### src/rtl/gpio_pin_port.sv
module gpio_pin_port #(
  parameter int PINS = 8,
  parameter int AW   = 3
) (
  input  logic            clk,
  input  logic            rst_n,
  input  logic [AW-1:0]   bus_addr,
  input  logic [PINS-1:0] bus_wdata,
  input  logic            bus_we,
  output logic [PINS-1:0] bus_rdata,
  input  logic [PINS-1:0] pad_in,
  input  logic [PINS-1:0] alt_out,
  output logic [PINS-1:0] pad_oe,
  output logic [PINS-1:0] pad_o,
  output logic [PINS-1:0] pad_pull_en,
  output logic [PINS-1:0] pad_pull_up,
  output logic [PINS-1:0] alt_in
);
  localparam logic [AW-1:0] A_LEVEL = AW'(0);
  localparam logic [AW-1:0] A_DATA  = AW'(1);
  localparam logic [AW-1:0] A_DIR   = AW'(2);
  localparam logic [AW-1:0] A_PULL  = AW'(3);
  localparam logic [AW-1:0] A_FUNC  = AW'(4);

  logic [PINS-1:0] data_q, dir_q, pull_q, func_q;
  logic [PINS-1:0] meta_q, level_q, hold_q;

  always_ff @(posedge clk or negedge rst_n) begin
    if (!rst_n) begin
      data_q <= '0;
      dir_q  <= '0;
      pull_q <= '0;
      func_q <= '0;
    end else if (bus_we) begin
      case (bus_addr)
        A_DATA:  data_q <= bus_wdata;
        A_DIR:   dir_q  <= bus_wdata;
        A_PULL:  pull_q <= bus_wdata;
        A_FUNC:  func_q <= bus_wdata;
        default: ;
      endcase
    end
  end

  always_ff @(posedge clk or negedge rst_n) begin
    if (!rst_n) begin
      meta_q  <= '0;
      level_q <= '0;
      hold_q  <= '0;
    end else begin
      meta_q  <= pad_in;
      level_q <= meta_q;
      hold_q  <= (func_q & level_q) | (~func_q & hold_q);
    end
  end

  always_comb begin
    case (bus_addr)
      A_LEVEL: bus_rdata = level_q;
      A_DATA:  bus_rdata = data_q;
      A_DIR:   bus_rdata = dir_q;
      A_PULL:  bus_rdata = pull_q;
      A_FUNC:  bus_rdata = func_q;
      default: bus_rdata = '0;
    endcase
  end

  assign pad_oe      = dir_q & ~pull_q;
  assign pad_o       = (func_q & alt_out) | (~func_q & data_q);
  assign pad_pull_en = pull_q;
  assign pad_pull_up = pull_q & data_q;
  assign alt_in      = hold_q;
endmodule

### config.mk
export PLATFORM = sky130hd
export DESIGN_NAME = gpio_pin_port
export DESIGN_NICKNAME = d
export VERILOG_FILES = /design/src/rtl/gpio_pin_port.sv
export SDC_FILE = /design/constraint.sdc
export NUM_CORES = 1
export LEC_CHECK = 0
export BUFFER_PORTS_ARGS = -buffer_cell sky130_fd_sc_hd__buf_2
export CORE_ASPECT_RATIO = 1.2
export CORE_MARGIN = 2
export CORE_UTILIZATION = 37
export CTS_CLUSTER_SIZE = 14
export DETAILED_ROUTE_END_ITERATION = 6
export HOLD_SLACK_MARGIN = 0.08
export PLACE_DENSITY = 0.58
export SLEW_MARGIN = 25
export SYNTH_ARGS = -nofsm -noshare
export SYNTH_HDL_FRONTEND = slang
export SYNTH_SLANG_ARGS = --single-unit
### constraint.sdc
create_clock -name clk -period 3 [get_ports clk]
set_clock_uncertainty 0.2 [all_clocks]
set_input_delay 0.6 -clock clk [delete_from_list [all_inputs] [get_ports clk]]
set_output_delay 0.6 -clock clk [all_outputs]
set_load 0.005 [all_outputs]
==> results by group, run 1 <==
Worst setup path
  • Most frequent CP cell: buf_2
  • CP max-delay cell: buf_2
  • WP data required: 2.20 ns
  • RR Startpoint: func_q[4]
  • Crit. End Element: output port
  • Worst Setup SP: bus_addr[0]
  • Largest stage delay, worst path: 0.42 ns
  • Crit path max fanout: 22
  • Critical-path cell list: buf_2 > nor2b_1 > buf_4 > a22oi_1 > o22ai_1 > buf_2
  • Element type at the critical path start: input port
  • Crit Path Category: input port to output port
  • Bufs and invs on worst path: 3
  • Worst endpoint data arrival time: 1.86 ns
  • CP top delay family: buffers and inverters

GRT
  • First-pass GRT wire length: 8620 um
  • Gr ovfl total: 0
  • M3 GR Usage: 2.87%
  • Grt met1 use: 19.9%
  • GR met2 Demand/Resource: 24.6%
  • Most Crowded Layer GR: met2
  • Number of global-route vias before repair: 1655
  • Overall global routing resource usage: 14.9%
  • Initial antenna violation count: 0
  • Largest net degree at the start of global routing: 29

Logic synthesis
  • Avg Cell Area, Syn: 14.2 um2
  • Post-Syn Instances: 178
  • Post-synthesis instance area: 0.00253 mm2
  • Register area share after synthesis: 55.3%
  • Post-synth top area cell: dfrtp_1
  • Count leader, synth: dfrtp_1
  • Ys async rst share: 100%
  • Seq cells post-synth: 56
  • Share of the synthesized area in the top cell type: 55.3%
  • Ranking of synthesized cells by area: dfrtp_1 55%, mux2_2 21%, mux2_4 4.7%, nor3b_1 2.4%, nor2b_1 2.2%
  • Post-synth EDFFs: 0
  • Yosys warns: 0
  • Mapped Nets: 208
  • Primary FF master, synth: dfrtp_1
  • Synth cell count leaders: 56 x dfrtp_1, 47 x mux2_2, 9 x nor2b_1
  • Post-synth cell types: 21

Timing
  • Hold Vio Cnt, Final: 0
  • Setup-failing EPs final: 0
  • Final hold slack: 0.0775 ns
  • Setup tns final: 0 ns
  • Slew headroom: 61.6%
  • FMAX: 376 MHz
  • RSZ-0062 raised after global routing: false
  • Fin crit period: 2.66 ns
  • Least-Margin Pin Slew: 0.575 ns
  • Period utilization: 88.6%
  • Slew Limit Fails: 0

Floorplanning
  • Core Rows: 33
  • Core area: 0.00673 mm2
  • Starting Density: 37.6%
  • # IOs: 78
  • Full die area: 0.00753 mm2
  • Die X: 79.5 um
  • Die Ht: 94.7 um

Clock network
  • CTS H-Tree Depth: 2
  • Clk sinks: 56
  • CTS buffer count: 5
  • CTS root buf: clkbuf_8
  • Post-CTS setup buffer count: 0
  • CTS tree: done
  • Clk slew on worst S/H paths: 0.10 ns
  • Cts repair resizes: 0
  • CTS max path bufs: 2
  • Clock Latency Late Sink: 0.30 ns
  • Hold Buf Count CTS: 0

Pwr
  • Cell area power density: 648 mW/mm2
  • Worst vdd ir: 309 uV
  • Static leakage: 1.46 nW

Placed design
  • Routability cong.: 0.692
  • IO buf count: 77
  • Hpwl dp: 4010 um

Detailed routing
  • Total number of vias: 1706
  • Antenna viol nets, final: 0
  • Avg WL per Cell: 16.0 um
  • Drt pass-1 iters: 4
  • Initial DRC Count: 59
  • Vias/cell: 4.94
  • Drt drc: 0
  • Final wirelength: 5510 um

Layout
  • Nets: 287
  • N_diodes: 0
  • Area Growth Syn to Fin: 23.3%
  • Share of layout cells above drive strength 1: 58.1%

Outcome
  • Status: completed

Hold path
  • Hold Crit Class: input port to async pin

Flow run
  • MaxCap Viol Count: 0
## placed cells by master (no fill, tap or decap), types with 7 or more instances in the layout
cell type  count
a22oi_1        7
mux2_2        47
buf_2         77
nor3b_1        8
dfrtp_1       56
o22ai_1        7
nor2b_1        9
mux2_4         8
and2_1         8
a21oi_1        7
## power breakdown
group	internal (mW)	switching, mW	total (mW)
registers	0.892	0.122	1.01
clock network	0.273	0.236	0.509
logic	0.317	0.182	0.500
## cell families (layout without fill, tap and decap cells)
logic type / after synthesis / count (layout) / share of synthesized area (%)
buf+inv: 11 / 91 / 3.06
compound gates: 22 / 22 / 5.58
flops: 56 / 56 / 55.3
mux: 57 / 57 / 26.4
simple gates: 32 / 32 / 9.63
## per-stage QoR
step | area [um2] | cells | power (mW) | worst slack [ns] | util, %
CTS | 3120 | 345 | 2.05 | 0.344 | 46.4
global placement | 3000 | 337 | 1.53 | 0.386 | 44.6
finish | 3120 | 345 | 2.02 | 0.342 | 46.4
floorplan | 2530 | 178 | 1.30 | 0.800 | -
detailed placement | 3000 | 337 | 1.54 | 0.342 | 44.6
global route | 3120 | 345 | 2.14 | 0.268 | 46.4
## worst paths after layout
kind                           endpoint  slack [ns]  depth (start not counted)
max                        bus_rdata[0]        0.34                          6
min                            dir_q[4]        0.08                          1
max reg2reg                   flip-flop        1.90                          1
min reg2reg                  level_q[6]        0.15                          0
max in group asynchronous     async pin        1.85                          2
min in group clk             level_q[6]        0.15                          0
## routing by layer
metal | up-vias | routed length [um]
li1 | 801 | -
met1 | 843 | 2380
met2 | 56 | 2810
met3 | 6 | 238
met4 | 0 | 82
met5 | - | 0
## final cells by class
| type | instances | area, um2 |
|---|---|---|
| clock buffers | 6 | 82.6 |
| clock inverters | 2 | 38.8 |
| well taps | 87 | 109 |
| repair buffers | 83 | 430 |
| fillers | 628 | 3610 |
| multi-input cells | 111 | 1060 |
| flip-flops and latches | 56 | 1400 |
No activity file was read; power rests on OpenSTA's default activity.
==> inputs of run 2 (changes only) <==
--- a/config.mk
+++ b/config.mk
@@ -5,14 +5,16 @@
 export SDC_FILE = /design/constraint.sdc
 export NUM_CORES = 1
 export LEC_CHECK = 0
-export BUFFER_PORTS_ARGS = -buffer_cell sky130_fd_sc_hd__buf_2
 export CORE_ASPECT_RATIO = 1.2
 export CORE_MARGIN = 2
 export CORE_UTILIZATION = 37
 export CTS_CLUSTER_SIZE = 14
 export DETAILED_ROUTE_END_ITERATION = 6
+export DONT_BUFFER_PORTS = 1
+export GPL_TIMING_DRIVEN = 0
 export HOLD_SLACK_MARGIN = 0.08
-export PLACE_DENSITY = 0.58
+export MAX_ROUTING_LAYER = met4
+export PLACE_DENSITY = 0.48
 export SLEW_MARGIN = 25
 export SYNTH_ARGS = -nofsm -noshare
 export SYNTH_HDL_FRONTEND = slang
==> run 2 against run 1 <==
Critical path depth shrank 2. Largest power group unchanged. Clock power up 5.5%. Worst setup slack better by 0.21 ns. Fmax grew 8.5%. Critical path type unchanged.
==> results by group, run 2 (same netlist as run 1, synthesis figures left out) <==
Placed design
  • Hpwl dp: 3950 um
  • Cell Area, Placed: 0.00264 mm2
  • Routability cong.: 0.795
  • IO buf count: 0

Timing
  • Slew headroom: 62.3%
  • RSZ-0062 raised after global routing: false
  • Hold Vio Cnt, Final: 0
  • Setup tns final: 0 ns
  • FMAX: 408 MHz
  • Slew Limit Fails: 0
  • Fin crit period: 2.45 ns
  • Final hold slack: 0.108 ns
  • Setup-failing EPs final: 0
  • Period utilization: 81.6%
  • Least-Margin Pin Slew: 0.565 ns

Pwr
  • Worst vdd ir: 263 uV
  • Static leakage: 1.18 nW
  • Cell area power density: 685 mW/mm2

GRT
  • Largest net degree at the start of global routing: 57
  • First-pass GRT wire length: 9090 um
  • Number of global-route vias before repair: 1550
  • Gr ovfl total: 0
  • Overall global routing resource usage: 17.0%
  • Initial antenna violation count: 0

Worst setup path
  • Critical-path cell list: buf_2 > clkbuf_1 > a21oi_1 > o22ai_1
  • CP top delay family: buffers and inverters
  • Crit. End Element: output port
  • Reg2reg setup slack: 1.91 ns
  • RR Startpoint: func_q[4]
  • WP data required: 2.20 ns
  • Crit path depth: 4
  • Crit path max fanout: 10
  • Largest stage delay, worst path: 0.47 ns
  • Reg2reg path depth: 1
  • Element type at the critical path start: input port
  • Crit path capture: bus_rdata[2]
  • Worst Setup SP: bus_addr[1]
  • Bufs and invs on worst path: 2
  • Worst endpoint data arrival time: 1.65 ns
  • CP max-delay cell: clkbuf_1
  • Crit Path Category: input port to output port

Floorplanning
  • Die Ht: 94.7 um
  • Starting Density: 37.6%
  • Die X: 79.5 um
  • Core area: 0.00673 mm2
  • Core Rows: 33
  • Full die area: 0.00753 mm2
  • # IOs: 78

Clock network
  • Clk sinks: 56
  • Hold Buf Count CTS: 2
  • CTS max path bufs: 2
  • Post-CTS setup buffer count: 0
  • Clk slew on worst S/H paths: 0.10 ns
  • CTS H-Tree Depth: 2
  • Cts repair resizes: 0
  • CTS tree: done
  • Clock Latency Late Sink: 0.31 ns
  • CTS buffer count: 5
  • CTS root buf: clkbuf_8

Layout
  • Design area: 0.00281 mm2
  • Nets: 217
  • N_diodes: 0
  • Share of layout cells above drive strength 1: 40.4%
  • Commonest non-fill, non-tap cell in the layout: dfrtp_1
  • Most frequent cells in the layout: 56 x dfrtp_1, 47 x mux2_2, 9 x nor2b_1
  • Area Growth Syn to Fin: 10.8%

Detailed routing
  • Total number of vias: 1479
  • Final wirelength: 5920 um
  • Avg WL per Cell: 21.5 um
  • Antenna viol nets, final: 0
  • Initial DRC Count: 52
  • Vias/cell: 5.38
  • Drt pass-1 iters: 4
  • Drt drc: 0

Outcome
  • Status: completed

Flow run
  • MaxCap Viol Count: 0

Hold path
  • Hold Crit Class: input port to flip-flop
-- run 2: area by class of cell --
type,count,area (um2)
Clock buffer,7,96.3
Fill cell,624,3920
Buffer,11,77.6
Timing Repair Buffer,2,37.5
Tap cell,87,109
Multi-Input combinational cell,111,1050
Clock inverter,1,30.0
Sequential cell,56,1400
-- run 2: how the worst min path moves through the flow --
stage | to | startpoint | depth (start not counted) | slack [ns]
after global routing | meta_q[5] | pad_in[5] | 0 | 0.08
after detailed placement | async pin | rst_n | 0 | 0.11
after global placement | func_q[4] | rst_n | 0 | 0.11
after CTS | meta_q[2] | pad_in[2] | 0 | 0.1
final | meta_q[1] | pad_in[1] | 0 | 0.11
after floorplan | async pin | rst_n | 0 | 0.10
-- run 2: power breakdown --
| part | internal, mW | switching [mW] |
|---|---|---|
| sequential | 0.893 | 0.137 |
| combinational | 0.221 | 0.136 |
| clock | 0.295 | 0.242 |
| total | 1.41 | 0.514 |
-- run 2: layer usage --
metal | track usage (%) | part of all wire, %
met5 | - | 0
met1 | 22.6 | 44
met2 | 25.6 | 49
met4 | 4.31 | 0.64
met3 | 4.88 | 6.4
-- run 2: metrics by stage --
stage	power (mW)	std cells	utilization [%]	setup WS, ns
floorplan	1.30	178	-	0.800
finish	1.92	275	41.7	0.551
global placement	1.37	265	39.3	0.561
global route	2.03	275	41.7	0.438
CTS	1.95	275	41.7	0.536
detailed placement	1.39	265	39.3	0.539
